<file path="config.mk">
export PLATFORM = sky130hd
export DESIGN_NAME = iline_req_ctrl
export DESIGN_NICKNAME = d
export VERILOG_FILES = /design/src/rtl/iline_pkg.sv /design/src/rtl/iline_thread_ctx.sv /design/src/rtl/iline_retry_slot.sv /design/src/rtl/iline_drop_ctr.sv /design/src/rtl/iline_req_ctrl.sv
export SDC_FILE = /design/constraint.sdc
export NUM_CORES = 1
export LEC_CHECK = 0
export ABC_AREA = 0
export BUFFER_PORTS_ARGS = -buffer_cell sky130_fd_sc_hd__clkbuf_2
export CAP_MARGIN = 15
export CORE_AREA = 2 2 189 191
export CTS_BUF_LIST = sky130_fd_sc_hd__clkbuf_4 sky130_fd_sc_hd__clkbuf_8
export DETAILED_ROUTE_END_ITERATION = 16
export DIE_AREA = 0 0 191 193
export PLACE_DENSITY = 0.7
export SYNTH_ARGS = -nofsm -noshare
export SYNTH_HDL_FRONTEND = slang
export SYNTH_HIERARCHICAL = 1
export SYNTH_SLANG_ARGS = --single-unit
</file>
<file path="constraint.sdc">
create_clock -name clk -period 3.4 [get_ports clk]
set_input_delay 0.34 -clock clk [delete_from_list [all_inputs] [get_ports clk]]
set_output_delay 0.34 -clock clk [all_outputs]
set_load 0.005 [all_outputs]
</file>
<file path="src/rtl/iline_pkg.sv">
package iline_pkg;

  typedef enum logic [2:0] {
    TS_RUN        = 3'd0,
    TS_WAIT_RSP   = 3'd1,
    TS_WAIT_RETRY = 3'd2,
    TS_DONE       = 3'd3,
    TS_BLOCKED    = 3'd4,
    TS_SQUASH     = 3'd5
  } tstate_e;

  // Clear the offset bits of a byte address for a power-of-two line size.
  function automatic logic [63:0] line_base(input logic [63:0] addr,
                                            input int unsigned line_bytes);
    logic [63:0] mask;
    mask = 64'(line_bytes) - 64'd1;
    return addr & ~mask;
  endfunction

  // Interrupt hold applies only to addresses with both low bits clear.
  function automatic logic irq_holds(input logic pending, input logic [1:0] low);
    return pending && (low == 2'b00);
  endfunction

  function automatic logic may_fetch(input tstate_e s);
    return (s == TS_RUN) || (s == TS_DONE);
  endfunction

  function automatic logic is_waiting(input tstate_e s);
    return (s == TS_WAIT_RSP) || (s == TS_WAIT_RETRY);
  endfunction

endpackage

</file>
<file path="src/rtl/iline_thread_ctx.sv">
module iline_thread_ctx
  import iline_pkg::*;
#(
  parameter int ADDR_W = 32,
  parameter int DATA_W = 128,
  parameter int TAG_W  = 4
) (
  input  logic              clk,
  input  logic              rst_n,
  input  logic              squash_i,
  input  logic              stall_i,
  input  logic              rsp_take_i,
  input  logic [DATA_W-1:0] rsp_data_i,
  input  logic              issue_i,
  input  logic              issue_acc_i,
  input  logic [ADDR_W-1:0] issue_line_i,
  input  logic [TAG_W-1:0]  issue_tag_i,
  input  logic              retry_acc_i,
  output tstate_e           state_o,
  output logic              valid_o,
  output logic [ADDR_W-1:0] line_o,
  output logic [TAG_W-1:0]  tag_o,
  output logic [DATA_W-1:0] data_o
);

  tstate_e           st_q;
  logic              val_q;
  logic [ADDR_W-1:0] line_q;
  logic [TAG_W-1:0]  tag_q;
  logic [DATA_W-1:0] data_q;

  always_ff @(posedge clk) begin
    if (!rst_n) begin
      st_q   <= TS_RUN;
      val_q  <= 1'b0;
      line_q <= '0;
      tag_q  <= '0;
      data_q <= '0;
    end else if (squash_i) begin
      st_q <= TS_SQUASH;
    end else if (rsp_take_i) begin
      val_q  <= 1'b1;
      data_q <= rsp_data_i;
      st_q   <= stall_i ? TS_BLOCKED : TS_DONE;
    end else if (issue_i) begin
      line_q <= issue_line_i;
      val_q  <= 1'b0;
      tag_q  <= issue_tag_i;
      st_q   <= issue_acc_i ? TS_WAIT_RSP : TS_WAIT_RETRY;
    end else if (retry_acc_i) begin
      st_q <= TS_WAIT_RSP;
    end else if (!is_waiting(st_q)) begin
      if (stall_i)
        st_q <= TS_BLOCKED;
      else if (st_q == TS_BLOCKED || st_q == TS_SQUASH)
        st_q <= TS_RUN;
    end
  end

  assign state_o = st_q;
  assign valid_o = val_q;
  assign line_o  = line_q;
  assign tag_o   = tag_q;
  assign data_o  = data_q;

endmodule

</file>
<file path="src/rtl/iline_retry_slot.sv">
module iline_retry_slot #(
  parameter int ADDR_W = 32,
  parameter int TAG_W  = 4,
  parameter int TID_W  = 1
) (
  input  logic              clk,
  input  logic              rst_n,
  input  logic              park_i,
  input  logic [TID_W-1:0]  park_tid_i,
  input  logic [ADDR_W-1:0] park_addr_i,
  input  logic [TAG_W-1:0]  park_tag_i,
  input  logic              owner_squash_i,
  input  logic              retry_i,
  input  logic              replay_acc_i,
  output logic              full_o,
  output logic [TID_W-1:0]  tid_o,
  output logic [ADDR_W-1:0] addr_o,
  output logic [TAG_W-1:0]  tag_o,
  output logic              blocked_o
);

  logic              full_q, blk_q;
  logic [TID_W-1:0]  tid_q;
  logic [ADDR_W-1:0] addr_q;
  logic [TAG_W-1:0]  tag_q;

  always_ff @(posedge clk) begin
    if (!rst_n) begin
      full_q <= 1'b0;
      blk_q  <= 1'b0;
      tid_q  <= '0;
      addr_q <= '0;
      tag_q  <= '0;
    end else if (park_i) begin
      full_q <= 1'b1;
      blk_q  <= 1'b1;
      tid_q  <= park_tid_i;
      addr_q <= park_addr_i;
      tag_q  <= park_tag_i;
    end else if (owner_squash_i) begin
      full_q <= 1'b0;
      if (retry_i) blk_q <= 1'b0;
    end else if (replay_acc_i) begin
      full_q <= 1'b0;
      blk_q  <= 1'b0;
    end else if (retry_i && !full_q && blk_q) begin
      blk_q <= 1'b0;
    end
  end

  assign full_o    = full_q;
  assign blocked_o = blk_q;
  assign tid_o     = tid_q;
  assign addr_o    = addr_q;
  assign tag_o     = tag_q;

endmodule

</file>
<file path="src/rtl/iline_drop_ctr.sv">
module iline_drop_ctr #(
  parameter int CNT_W = 8
) (
  input  logic             clk,
  input  logic             rst_n,
  input  logic             inc_i,
  output logic [CNT_W-1:0] count_o
);

  logic [CNT_W-1:0] cnt_q;

  always_ff @(posedge clk) begin
    if (!rst_n)     cnt_q <= '0;
    else if (inc_i) cnt_q <= cnt_q + CNT_W'(1);
  end

  assign count_o = cnt_q;

endmodule

</file>
<file path="src/rtl/iline_req_ctrl.sv">
module iline_req_ctrl
  import iline_pkg::*;
#(
  parameter int NT         = 2,
  parameter int ADDR_W     = 32,
  parameter int LINE_BYTES = 16,
  parameter int TAG_W      = 4,
  parameter int CNT_W      = 8,
  localparam int TID_W     = (NT > 1) ? $clog2(NT) : 1,
  localparam int DATA_W    = LINE_BYTES * 8
) (
  input  logic                 clk,
  input  logic                 rst_n,
  input  logic                 fetch_req_i,
  input  logic [TID_W-1:0]     fetch_tid_i,
  input  logic [ADDR_W-1:0]    fetch_addr_i,
  input  logic                 irq_pending_i,
  input  logic [NT-1:0]        squash_i,
  input  logic [NT-1:0]        stall_i,
  output logic                 mem_req_valid_o,
  input  logic                 mem_req_ready_i,
  output logic [ADDR_W-1:0]    mem_req_addr_o,
  output logic [TID_W-1:0]     mem_req_tid_o,
  output logic [TAG_W-1:0]     mem_req_tag_o,
  input  logic                 mem_retry_i,
  input  logic                 mem_rsp_valid_i,
  input  logic [TID_W-1:0]     mem_rsp_tid_i,
  input  logic [TAG_W-1:0]     mem_rsp_tag_i,
  input  logic [DATA_W-1:0]    mem_rsp_data_i,
  output logic                 fetch_hit_o,
  output logic                 fetch_refused_o,
  output logic [3*NT-1:0]      thr_state_o,
  output logic [NT-1:0]        line_valid_o,
  output logic [DATA_W*NT-1:0] line_data_o,
  output logic                 cache_blocked_o,
  output logic                 rsp_drop_o,
  output logic [CNT_W-1:0]     drop_count_o
);

  localparam logic [TID_W:0] NT_LIM = (TID_W+1)'(NT);

  // Per-thread context
  tstate_e           st     [NT];
  logic              t_val  [NT];
  logic [ADDR_W-1:0] t_line [NT];
  logic [TAG_W-1:0]  t_tag  [NT];
  logic [DATA_W-1:0] t_data [NT];

  // Named internal events
  logic              f_tid_ok, r_tid_ok;
  logic [ADDR_W-1:0] f_aligned;
  logic              f_irq_hold, f_gate_ok;
  logic              f_blk_refuse, f_irq_refuse, f_busy;
  logic              f_hit, new_issue;
  logic              issue_acc, issue_park;
  logic              retry_send, replay_acc, owner_squash;
  logic              rsp_take, rsp_drop;
  logic              sel_fetchable, sel_valid, sel_squash;
  logic [ADDR_W-1:0] sel_line;
  logic [TAG_W-1:0]  tag_ctr;

  // Retry slot outputs
  logic              slot_full, blocked;
  logic [TID_W-1:0]  slot_tid;
  logic [ADDR_W-1:0] slot_addr;
  logic [TAG_W-1:0]  slot_tag;

  assign f_tid_ok  = ({1'b0, fetch_tid_i} < NT_LIM);
  assign r_tid_ok  = ({1'b0, mem_rsp_tid_i} < NT_LIM);
  assign f_aligned = ADDR_W'(line_base(64'(fetch_addr_i), LINE_BYTES));
  assign f_irq_hold = irq_holds(irq_pending_i, fetch_addr_i[1:0]);

  always_comb begin
    sel_fetchable = 1'b0;
    sel_valid     = 1'b0;
    sel_squash    = 1'b0;
    sel_line      = '0;
    if (f_tid_ok) begin
      sel_fetchable = may_fetch(st[fetch_tid_i]);
      sel_valid     = t_val[fetch_tid_i];
      sel_squash    = squash_i[fetch_tid_i];
      sel_line      = t_line[fetch_tid_i];
    end
  end

  // Fetch decision: refusal reasons in priority order, then hit, then issue
  always_comb begin
    f_blk_refuse = fetch_req_i && blocked;
    f_irq_refuse = fetch_req_i && !blocked && f_irq_hold;
    f_busy       = fetch_req_i && !blocked && !f_irq_hold &&
                   (!f_tid_ok || !sel_fetchable || sel_squash);
    f_gate_ok    = fetch_req_i && !f_blk_refuse && !f_irq_refuse && !f_busy;
    f_hit        = f_gate_ok && sel_valid && (sel_line == f_aligned);
    new_issue    = f_gate_ok && !f_hit;
  end

  assign fetch_hit_o     = f_hit;
  assign fetch_refused_o = f_blk_refuse || f_irq_refuse || f_busy;

  // Replay of the parked request
  assign owner_squash = slot_full && squash_i[slot_tid];
  assign retry_send   = mem_retry_i && slot_full && !squash_i[slot_tid];
  assign replay_acc   = retry_send && mem_req_ready_i;
  assign issue_acc    = new_issue && mem_req_ready_i;
  assign issue_park   = new_issue && !mem_req_ready_i;

  assign mem_req_valid_o = new_issue || retry_send;
  assign mem_req_addr_o  = retry_send ? slot_addr : f_aligned;
  assign mem_req_tid_o   = retry_send ? slot_tid  : fetch_tid_i;
  assign mem_req_tag_o   = retry_send ? slot_tag  : tag_ctr;

  // Response acceptance
  always_comb begin
    rsp_take = 1'b0;
    if (mem_rsp_valid_i && r_tid_ok)
      rsp_take = (st[mem_rsp_tid_i] == TS_WAIT_RSP) &&
                 (t_tag[mem_rsp_tid_i] == mem_rsp_tag_i) &&
                 !squash_i[mem_rsp_tid_i];
  end
  assign rsp_drop   = mem_rsp_valid_i && !rsp_take;
  assign rsp_drop_o = rsp_drop;

  // Rolling request tag
  always_ff @(posedge clk) begin
    if (!rst_n)         tag_ctr <= '0;
    else if (new_issue) tag_ctr <= tag_ctr + TAG_W'(1);
  end

  for (genvar k = 0; k < NT; k++) begin : g_thr
    logic mine_issue, mine_rsp, mine_replay;
    assign mine_issue  = new_issue  && (fetch_tid_i   == TID_W'(k));
    assign mine_rsp    = rsp_take   && (mem_rsp_tid_i == TID_W'(k));
    assign mine_replay = replay_acc && (slot_tid      == TID_W'(k));

    iline_thread_ctx #(
      .ADDR_W(ADDR_W), .DATA_W(DATA_W), .TAG_W(TAG_W)
    ) u_ctx (
      .clk         (clk),
      .rst_n       (rst_n),
      .squash_i    (squash_i[k]),
      .stall_i     (stall_i[k]),
      .rsp_take_i  (mine_rsp),
      .rsp_data_i  (mem_rsp_data_i),
      .issue_i     (mine_issue),
      .issue_acc_i (mem_req_ready_i),
      .issue_line_i(f_aligned),
      .issue_tag_i (tag_ctr),
      .retry_acc_i (mine_replay),
      .state_o     (st[k]),
      .valid_o     (t_val[k]),
      .line_o      (t_line[k]),
      .tag_o       (t_tag[k]),
      .data_o      (t_data[k])
    );

    assign thr_state_o[3*k +: 3]           = st[k];
    assign line_valid_o[k]                 = t_val[k];
    assign line_data_o[DATA_W*k +: DATA_W] = t_data[k];
  end

  iline_retry_slot #(
    .ADDR_W(ADDR_W), .TAG_W(TAG_W), .TID_W(TID_W)
  ) u_slot (
    .clk           (clk),
    .rst_n         (rst_n),
    .park_i        (issue_park),
    .park_tid_i    (fetch_tid_i),
    .park_addr_i   (f_aligned),
    .park_tag_i    (tag_ctr),
    .owner_squash_i(owner_squash),
    .retry_i       (mem_retry_i),
    .replay_acc_i  (replay_acc),
    .full_o        (slot_full),
    .tid_o         (slot_tid),
    .addr_o        (slot_addr),
    .tag_o         (slot_tag),
    .blocked_o     (blocked)
  );

  assign cache_blocked_o = blocked;

  iline_drop_ctr #(.CNT_W(CNT_W)) u_drop (
    .clk    (clk),
    .rst_n  (rst_n),
    .inc_i  (rsp_drop),
    .count_o(drop_count_o)
  );

endmodule

</file>
# Yosys cells after proc, flatten, opt, wreduce, memory -nomap -nowiden
# Cells that the tools add are included.
dict set report totals {
  ff_bits 375
  latchBits 0
  mem_bits_rw 0
  rom_bits 0
  inputBits 177
  output_inout_bits 314
  word_cells 179
  mem_count 0
}
dict set report classes {
  addsub 2
  mul 0
  n_div 0
  magnitude_cmp 5
  n_eq_ne 17
  shift 0
  n_mux 54
  bitwise_logic 10
  n_reduce_logical 72
}
# op count
set ops {}
lappend ops {{two-way mux 32 bit} 4}
lappend ops {{two-way mux 3 bit} 22}
lappend ops {{== test 32 bit} 1}
lappend ops {{logical AND 1 bit} 28}
lappend ops {{two-way mux 1 bit} 23}
lappend ops {{AND reduction 2 bit} 9}
lappend ops {{two-way mux 4 bit} 4}
lappend ops {{== test 3 bit (second input constant)} 4}
lappend ops {{logical NOT 1 bit} 12}
lappend ops {{nonzero test 6 bit} 2}
lappend ops {{inequality test 5 bit (second input constant)} 2}
lappend ops {{nonzero test 5 bit} 2}
lappend ops {{== test 3 x 1 -> 1 bit (second input constant)} 3}
lappend ops {{== test 3 x 2 -> 1 bit (second input constant)} 3}
lappend ops {{logical OR 1 bit} 9}
lappend ops {{adder 8 x 1 -> 8 bit (second input constant)} 1}
lappend ops {{inequality test 4 bit (second input constant)} 2}
lappend ops {{inverter 1 bit} 8}
lappend ops {{< comparator 1 x 2 -> 1 bit (second input constant)} 3}
lappend ops {{AND reduction 3 bit} 2}
lappend ops {{adder 4 x 1 -> 4 bit (second input constant)} 1}
lappend ops {{== test 4 bit} 1}
lappend ops {{greater-or-equal comparator 2 bit (second input constant)} 2}
lappend ops {{inverter 1 -> 2 bit} 2}
lappend ops {{other kinds (8)} 10}

# Longest topological paths before layout
# Gate-level depths: netlist of the first run.
dict set report depth {
  ltp_word 19
  ltp_mapped 14
  depth_no_buf 10
}

# Hierarchy
# The synthesis of the first run kept the hierarchy.
# mod instances cells_per_inst area_per_inst_um2 seq_area_each_um2
set by_module_without_submodules {}
lappend by_module_without_submodules {iline_thread_ctx 2 742 5900.7 3363.2}
lappend by_module_without_submodules {iline_req_ctrl 1 206 1646.6 80.1}
lappend by_module_without_submodules {iline_retry_slot 1 129 1497.7 780.7}
lappend by_module_without_submodules {iline_drop_ctr 1 37 359.1 160.2}

# Worst setup path before layout of the first run
# No wires, ideal clock.
dict set report synth_path {
  kind {input -> register}
  start {input port fetch_tid_i}
  end {register g_thr[0].u_ctx.line_q[11]}
  setup_ns 0.132
  t_arrival_ns 2.555
  t_required_ns 3.268
  path_slack_ns 0.713
  cell_stages 14
  n_path_buf 5
  cell_sequence {buf_6 > buf_4 > buf_2 > nor4b_1 > o21ai_0 > inv_1 > nand2_1 > or2_1 > nor2_1 > or3b_1 > buf_6 > buf_6 > nand2_1 > a21oi_1}
}
dict set report synth_between {
  elab_chain_len 17
  elab_cells_between_ends 28
  classes_between {eq/ne (2); mux (11); bitwise (2); reduce/logical (13)}
}
# item line_no
set synth_lines {}
lappend synth_lines {{start: declaration} iline_req_ctrl.sv:15} ;# input logic [TID_W-1:0] fetch_tid_i,
lappend synth_lines {{inverter 1 -> 2 bit (implied by the code)} {iline_req_ctrl.sv:79, iline_req_ctrl.sv:80, iline_req_ctrl.sv:82}}
lappend synth_lines {{two-way mux 3 bit (implied by the code) (3 in a row)} iline_req_ctrl.sv:79} ;# sel_fetchable = may_fetch(st[fetch_tid_i]);
lappend synth_lines {{== test 3 x 2 -> 1 bit or logical NOT 3 bit (tied branches)} iline_pkg.sv:26} ;# return (s == TS_RUN) || (s == TS_DONE);
lappend synth_lines {{logical OR 1 bit} iline_pkg.sv:26}
lappend synth_lines {{logical NOT 1 bit} iline_req_ctrl.sv:91} ;# (!f_tid_ok || !sel_fetchable || sel_squash);
lappend synth_lines {{logical OR 1 bit} iline_req_ctrl.sv:91}
lappend synth_lines {{logical AND 1 bit} iline_req_ctrl.sv:90} ;# f_busy = fetch_req_i && !blocked && !f_irq_hold &&
lappend synth_lines {{logical NOT 1 bit} iline_req_ctrl.sv:92} ;# f_gate_ok = fetch_req_i && !f_blk_refuse && !f_irq_refuse && !f_busy;
lappend synth_lines {{logical AND 1 bit} iline_req_ctrl.sv:92}
lappend synth_lines {{logical AND 1 bit (2 in a row)} iline_req_ctrl.sv:93} ;# f_hit = f_gate_ok && sel_valid && (sel_line == f_aligned);
lappend synth_lines {{logical NOT 1 bit} iline_req_ctrl.sv:94} ;# new_issue = f_gate_ok && !f_hit;
lappend synth_lines {{logical AND 1 bit} iline_req_ctrl.sv:94}
lappend synth_lines {{logical AND 1 bit (*)} iline_req_ctrl.sv:131} ;# assign mine_issue = new_issue && (fetch_tid_i == TID_W'(k));
lappend synth_lines {{via g_thr[0].mine_issue} iline_req_ctrl.sv:130} ;# logic mine_issue, mine_rsp, mine_replay;
lappend synth_lines {{AND reduction 3 bit (no source line) (*)} -}
lappend synth_lines {{end signal: assignment} iline_thread_ctx.sv:46} ;# line_q <= issue_line_i;
lappend synth_lines {{end: declaration} iline_thread_ctx.sv:28} ;# logic [ADDR_W-1:0] line_q;
# Mark *: on every way through the listed nets, which the timed path passes. The rest lies on a longest branch. The select of a mux whose other input is x is not followed.
# A chain may end at the register's enable or synchronous reset.

==> flow_summary.ini, run 1 <==
[run_status]
outcome = finished, final reports clean

[power_and_ir_drop]
total_leakage_power_nw = 8.26
p_per_area_nw_per_um2 = 467
peakVddDrop_v = 0.000385

[logic_synthesis]
synth.distinct_cells = 47
synth_cells = 1856
ys_async_sr_fraction_pct = 0
post-synth-top-count-cell = nand2_1
synthFlopType = dfxtp_1
ys_ff_latch = 387
yosys-top-cells-count = nand2_1, dfxtp_1, a21oi_1
avgSynthCellArea_sq_um = 8.25
yosys.area.top_type = dfxtp_1
seq_area_frac_synth_pct = 50.6
synth_top_area_share_pct = 50.6
synth_edf_count = 0
synth_area_leaders = dfxtp_1, nand2_1, a21oi_1
ys.warnings.count = 6
syn-cell-area_sq_um = 15300

[sta]
grt_setup_unrepaired = no
worst_slew_pin_slew_ps = 788
fin_skew_ps = 29.7
max_freq_mhz = 318
setup_slack_ps = 254
fin_crit_ps = 3150
period_share_pct = 92.5
relSlewSlack_pct = 47.5
hold_viol = 0
slew_violations = 0
setup_viol = 0
tns_ps = 0

[worst_setup_path]
slowest_delay_ps = 470
r2r_cells = 11
r2r_start = g_thr[1].u_ctx/state_o[1]
cp.arrival_ps = 2810
cp_slowest_cell = nor4_1
crit_end = mem_req_valid_o
cp-startpoint = g_thr[0].u_ctx/line_o[0]
path_buf_inv = 1
path_depth = 8
path_cells = nor4_1 > nand2_1 > o211ai_1 > o2111ai_1 > nor4_2 > or2_1 > nand2b_1 > clkbuf_2
cp-end-kind = output pin
required_ps = 3060
path_max_fanout = 3
start_kind = flip-flop
path_class = reg2out
rr_endpoint = g_thr[0].u_ctx/line_o[30]
cp_top_family = simple AND/OR/NAND/NOR gates
r2r_slack_ps = 350

[drt]
drtAntennaViolNets = 0
drc = 0
vias = 15300
wl_per_cell_um = 16.9
drt_iter0_markers = 867
viasPerCell = 5.18
dr.pass1.iters = 6
routed_wl_mm = 50.1

[floorplanning]
die_area_sq_um = 36900
initial_utilization_pct = 43.8
ioPinCount = 491
core_sq_um = 35000
die_x_um = 191
num_rows = 69
dieHeight_um = 193

[clock_network]
cts_resized = 0
clk_pin_slew_ps = 60
cts-root-buf = clkbuf_8
tritoncts = done
cts_max_level = 3
clock_latency_ps = 610
cts_made_buffers = 66
cts_max_path_buffers = 3
cts_sinks = 387

[grt]
grt_overflow = 0
first_global_vias = 14900
track_usage_pct = 25.9
antenna_found_initial = 2
grt_pass1_wl_mm = 76.6
grt_max_degree = 130

[cells_and_area]
syn2layout_area_growth_pct = 35.5
n_fill_cell = 3018
drive_gt1_share_pct = 27.0
nets = 2628

[placed_design]
port_buffers = 488
gp_congestion = 0.819
dpl.hpwl_mm = 31.7
pre_cts_slack_ps = 98.7

[run]
drv_cap = 0

[worst_hold_path]
hp-class = in2reg
==> stage by stage <==
stage	power [mW]	instances	utilization [%]	area (sq um)	hold slack [ps]
after CTS	9.76	2951	59.3	20700	0.125
final	9.68	2955	59.3	20700	34.0
after detailed placement	5.18	2712	51.5	18000	446
after global routing	10.0	2953	59.3	20700	18.9
after floorplan	4.92	1867	-	15300	436
after global placement	5.17	2712	51.5	18000	441
==> cell usage in the layout, fill, tap and decap left out, types with 7 or more instances in the layout <==
cell type,synthesis,final
nor2_1,22,21
a21oi_1,335,335
clkbuf_2,0,488
o21ai_0,14,14
buf_4,15,14
and2_1,11,11
dfxtp_1,387,387
nor2b_1,45,43
mux2i_1,77,77
dlygate4sd3_1,0,128
conb_1,1,12
nand3_1,10,10
xnor2_1,30,30
nor4_1,7,7
nand2b_1,9,7
clkbuf_4,0,20
clkbuf_8,0,87
xor2_1,7,7
buf_12,1,14
mux2_2,32,32
inv_1,12,12
nand2_1,671,671
==> routing by layer <==
metal | track usage, % | part of all wire, % | up-vias
met5 | 0 | 0 | -
met2 | 42.9 | 47 | 727
met3 | 8.96 | 9.5 | 170
met1 | 30.2 | 39 | 7144
met4 | 11.9 | 4.2 | 0
li1 | - | - | 7260
==> worst min-delay path by stage <==
stage / from / endpoint / slack, ps / cells after the start
finish: fetch_addr_i[5] / g_thr[1].u_ctx/line_o[5] / 30 / 3
floorplan: g_thr[0].u_ctx/line_o[10] / g_thr[0].u_ctx/line_o[10] / 440 / 2
global route: fetch_addr_i[19] / g_thr[1].u_ctx/line_o[19] / 20 / 3
global placement: g_thr[1].u_ctx/data_o[54] / g_thr[1].u_ctx/data_o[54] / 440 / 2
detailed placement: g_thr[0].u_ctx/data_o[69] / g_thr[0].u_ctx/data_o[69] / 450 / 2
CTS: fetch_addr_i[19] / g_thr[0].u_ctx/line_o[19] / 0.1 / 3
==> logic make-up (layout without fill, tap and decap cells) <==
family | count (synthesis) | count (layout) | share of synthesized area [%]
buf+inv | 144 | 769 | 5.31
fa+ha+maj | 2 | 2 | 0.163
compound gates | 370 | 370 | 12.5
xor+xnor | 37 | 37 | 2.12
flops | 387 | 387 | 50.6
other cells | 1 | 14 | 0.0245
mux | 109 | 109 | 7.39
simple gates | 806 | 806 | 21.9
==> layout make-up <==
| class | count | area (sq um) | share of cell area, % |
|---|---|---|---|
| clock inverters | 4 | 70.1 | 0.338 |
| repair buffers | 644 | 4110 | 19.8 |
| inverters | 14 | 57.6 | 0.278 |
| diodes | 2 | 5.00 | 0.0241 |
| multi-input cells | 1336 | 6820 | 32.9 |
| flip-flops and latches | 387 | 7750 | 37.4 |
| well taps | 461 | 577 | 2.78 |
| clock buffers | 107 | 1350 | 6.50 |
==> where the power goes <==
group / internal (mW) / switching [mW] / total (mW)
logic: 0.302 / 0.325 / 0.627
registers: 4.56 / 0.0237 / 4.59
clock network: 2.64 / 1.83 / 4.47
==> state kept, by name (all words and copies together), names as in the netlist <==
register / cells
u_slot/tag_o: 4
u_slot/tid_o: 1
g_thr.u_ctx/state_o: 6
u_slot/addr_o: 32
u_slot/full_o: 1
g_thr.u_ctx/tag_o: 8
g_thr.u_ctx/valid_o: 2
tag_ctr: 4
u_slot/blocked_o: 1
g_thr.u_ctx/line_o: 64
u_drop/count_o: 8
g_thr.u_ctx/data_o: 256
==> worst min-delay path: stages <==
cell and delay (ps):
clkbuf_2 120, nand2_1 60, a21oi_1 50
==> timing repair <==
item,4_1_cts,5_1_grt
endpoints found under the hold margin,250,0
setup buffers,0,2
setup endpoints to repair,0,7
hold buffers,128,0
(Power assumes the default switching activity.)
==> run 2, diff against run 1 <==
--- a/config.mk
+++ b/config.mk
@@ -8,11 +8,11 @@
 export ABC_AREA = 0
 export BUFFER_PORTS_ARGS = -buffer_cell sky130_fd_sc_hd__clkbuf_2
 export CAP_MARGIN = 15
-export CORE_AREA = 2 2 189 191
+export CORE_ASPECT_RATIO = 0.5
+export CORE_UTILIZATION = 53
 export CTS_BUF_LIST = sky130_fd_sc_hd__clkbuf_4 sky130_fd_sc_hd__clkbuf_8
 export DETAILED_ROUTE_END_ITERATION = 16
-export DIE_AREA = 0 0 191 193
-export PLACE_DENSITY = 0.7
+export PLACE_DENSITY = 0.82
 export SYNTH_ARGS = -nofsm -noshare
 export SYNTH_HDL_FRONTEND = slang
 export SYNTH_HIERARCHICAL = 1
==> run 2 against run 1 <==
  * Sequential share of layout area grew 0.94 points
  * Global-route usage grew 6.8 points
  * Via count grew 3.0%
  * Clock skew shrank 8.0 ps
  * Clock power shrank 19%
  * Worst hold slack gained 13 ps
  * Critical path type is now reg2reg
  * Highest routed layer unchanged
==> flow_summary.ini, run 2 (synthesis gave the netlist of run 1 again) <==
[worst_setup_path]
required_ps = 3850
path_cells = nor4b_1 > o21ai_0 > nor2_1 > a31oi_1 > a211oi_1 > nand2_1 > nor2_1 > nor2b_4 > buf_12 > nand2_1 > a21oi_1
cp.arrival_ps = 3710
path_class = reg2reg
slowest_delay_ps = 470
cp-end-kind = flip-flop
cp_slowest_cell = dfxtp_1
r2r_start = g_thr[0].u_ctx/state_o[0]
path_max_fanout = 65
cp-startpoint = g_thr[0].u_ctx/state_o[0]
r2r_slack_ps = 140
r2r_cells = 11
start_kind = flip-flop

[run]
drv_cap = 0

[cells_and_area]
fin_cells = 2852
seq_area_sq_um = 7750
multiInputGateArea_sq_um = 6820
drive_gt1_share_pct = 26.3
final_cell_mix = nand2_1, clkbuf_2, dfxtp_1, a21oi_1, dlygate4sd3_1
final_common_cell = nand2_1
largest_reg_flops = 256
n_fill_cell = 2000
nets = 2609
syn2layout_area_growth_pct = 32.2

[grt]
first_global_vias = 14600
grt_pass1_wl_mm = 77.8
antenna_found_initial = 1
grt_max_degree = 129
track_usage_pct = 32.7
grt_overflow = 0

[power_and_ir_drop]
switchingPower_mw = 2.08
clock_power_share_pct = 41.1
intPower_mw = 6.77
total_leakage_power_nw = 8.06
finalPower_mw = 8.85
comb_power_share_pct = 7.1
peakVddDrop_v = 0.000321
seqPwrFrac_pct = 51.8
power.share.switching_pct = 23.5
p_per_area_nw_per_um2 = 438

[clock_network]
clock_latency_ps = 590
clk_pin_slew_ps = 90
cts-root-buf = clkbuf_8
cts_resized = 0
tritoncts = done
cts_max_level = 2
cts_setup_buffers = 0
cts_made_buffers = 50
cts_sinks = 387
cts_max_path_buffers = 3

[sta]
max_freq_mhz = 306
worst_slew_pin_slew_ps = 938
tns_ps = 0
fin_crit_ps = 3260
grt_setup_unrepaired = no
period_share_pct = 96.0
slew_violations = 0
fin_skew_ps = 21.8
whs_ps = 46.9
setup_viol = 0
relSlewSlack_pct = 37.5
hold_viol = 0

[floorplanning]
die_x_um = 242
dieHeight_um = 122
ioPinCount = 491
die_area_sq_um = 29600
core_sq_um = 28000
initial_utilization_pct = 54.6
num_rows = 43

[drt]
drtAntennaViolNets = 0
drt_iter0_markers = 1400
drc = 0
wl_per_cell_um = 18.1
vias = 15800
routed_wl_mm = 51.8
viasPerCell = 5.53
dr.pass1.iters = 7

[run_status]
outcome = finished, final reports clean

[worst_hold_path]
min_from = fetch_addr_i[9]
hold_depth = 3
hp-class = in2reg

[placed_design]
port_buffers = 488
dpl.hpwl_mm = 30.9
gp_congestion = 0.908
place_inst = 2633
-- run 2: cell count changes in the layout (fill, tap and decap cells not counted), sizes merged --
cell / previous run / this run
dlygate4sd3: 128 / 127
clkbuf: 595 / 576
clkinv: 2 / 3
bufinv: 2 / 0
buf: 28 / 26
diode: 2 / 1
-- run 2: through the flow --
stage / utilization (%) / setup slack (ps) / cell area, sq um
6_report: 72.2 / 137 / 20200
3_3_place_gp: 63.8 / 256 / 17900
2_1_floorplan: - / 713 / 15300
4_1_cts: 72.2 / 373 / 20200
5_1_grt: 72.2 / 24.1 / 20200
3_5_place_dp: 63.8 / 181 / 17900
-- run 2: cell type report --
cell class	instances	share of cell area (%)
multi-input cells	1336	33.7
flip-flops and latches	387	38.3
clock inverters	3	0.0742
clock buffers	88	5.15
inverters	14	0.297
repair buffers	641	20.1
well taps	382	2.36
diodes	1	0.0124
-- run 2: critical path: cells and delay by family (launching register included) --
kind | cells | cell delay [ps]
AO/OA/AOI/OAI | 4 | 930
buffers and inverters | 1 | 300
flip-flops | 1 | 470
AND/OR/NAND/NOR | 6 | 1410
-- run 2: worst paths after layout --
check | end
min | g_thr[1].u_ctx/line_o[9]
max reg2reg | g_thr[0].u_ctx/data_o[107]
max | g_thr[0].u_ctx/data_o[107]
min reg2reg | g_thr[0].u_ctx/data_o[19]
-- run 2: timing repair --
action,in CTS,in global routing
hold buffers,127,0
endpoints found under the setup margin,0,0
hold endpoints to repair,245,0
-- run 2: power groups by stage --
stage | clock [mW] | sequential, mW | combinational, mW
finish | 3.64 | 4.58 | 0.631
global route | 3.85 | 4.58 | 0.665
CTS | 3.63 | 4.58 | 0.611
detailed placement | 0 | 4.69 | 0.483
global placement | 0 | 4.68 | 0.476
floorplan | 0 | 4.68 | 0.239
-- run 2: per-layer routing --
metal / global-route usage (%) / vias to the layer above / share of wire [%]
met5: 0.980 / - / 0
met4: 19.7 / 0 / 6.2
met3: 7.18 / 290 / 8.9
met2: 55.9 / 911 / 48
met1: 38.0 / 7338 / 37
li1: - / 7228 / -
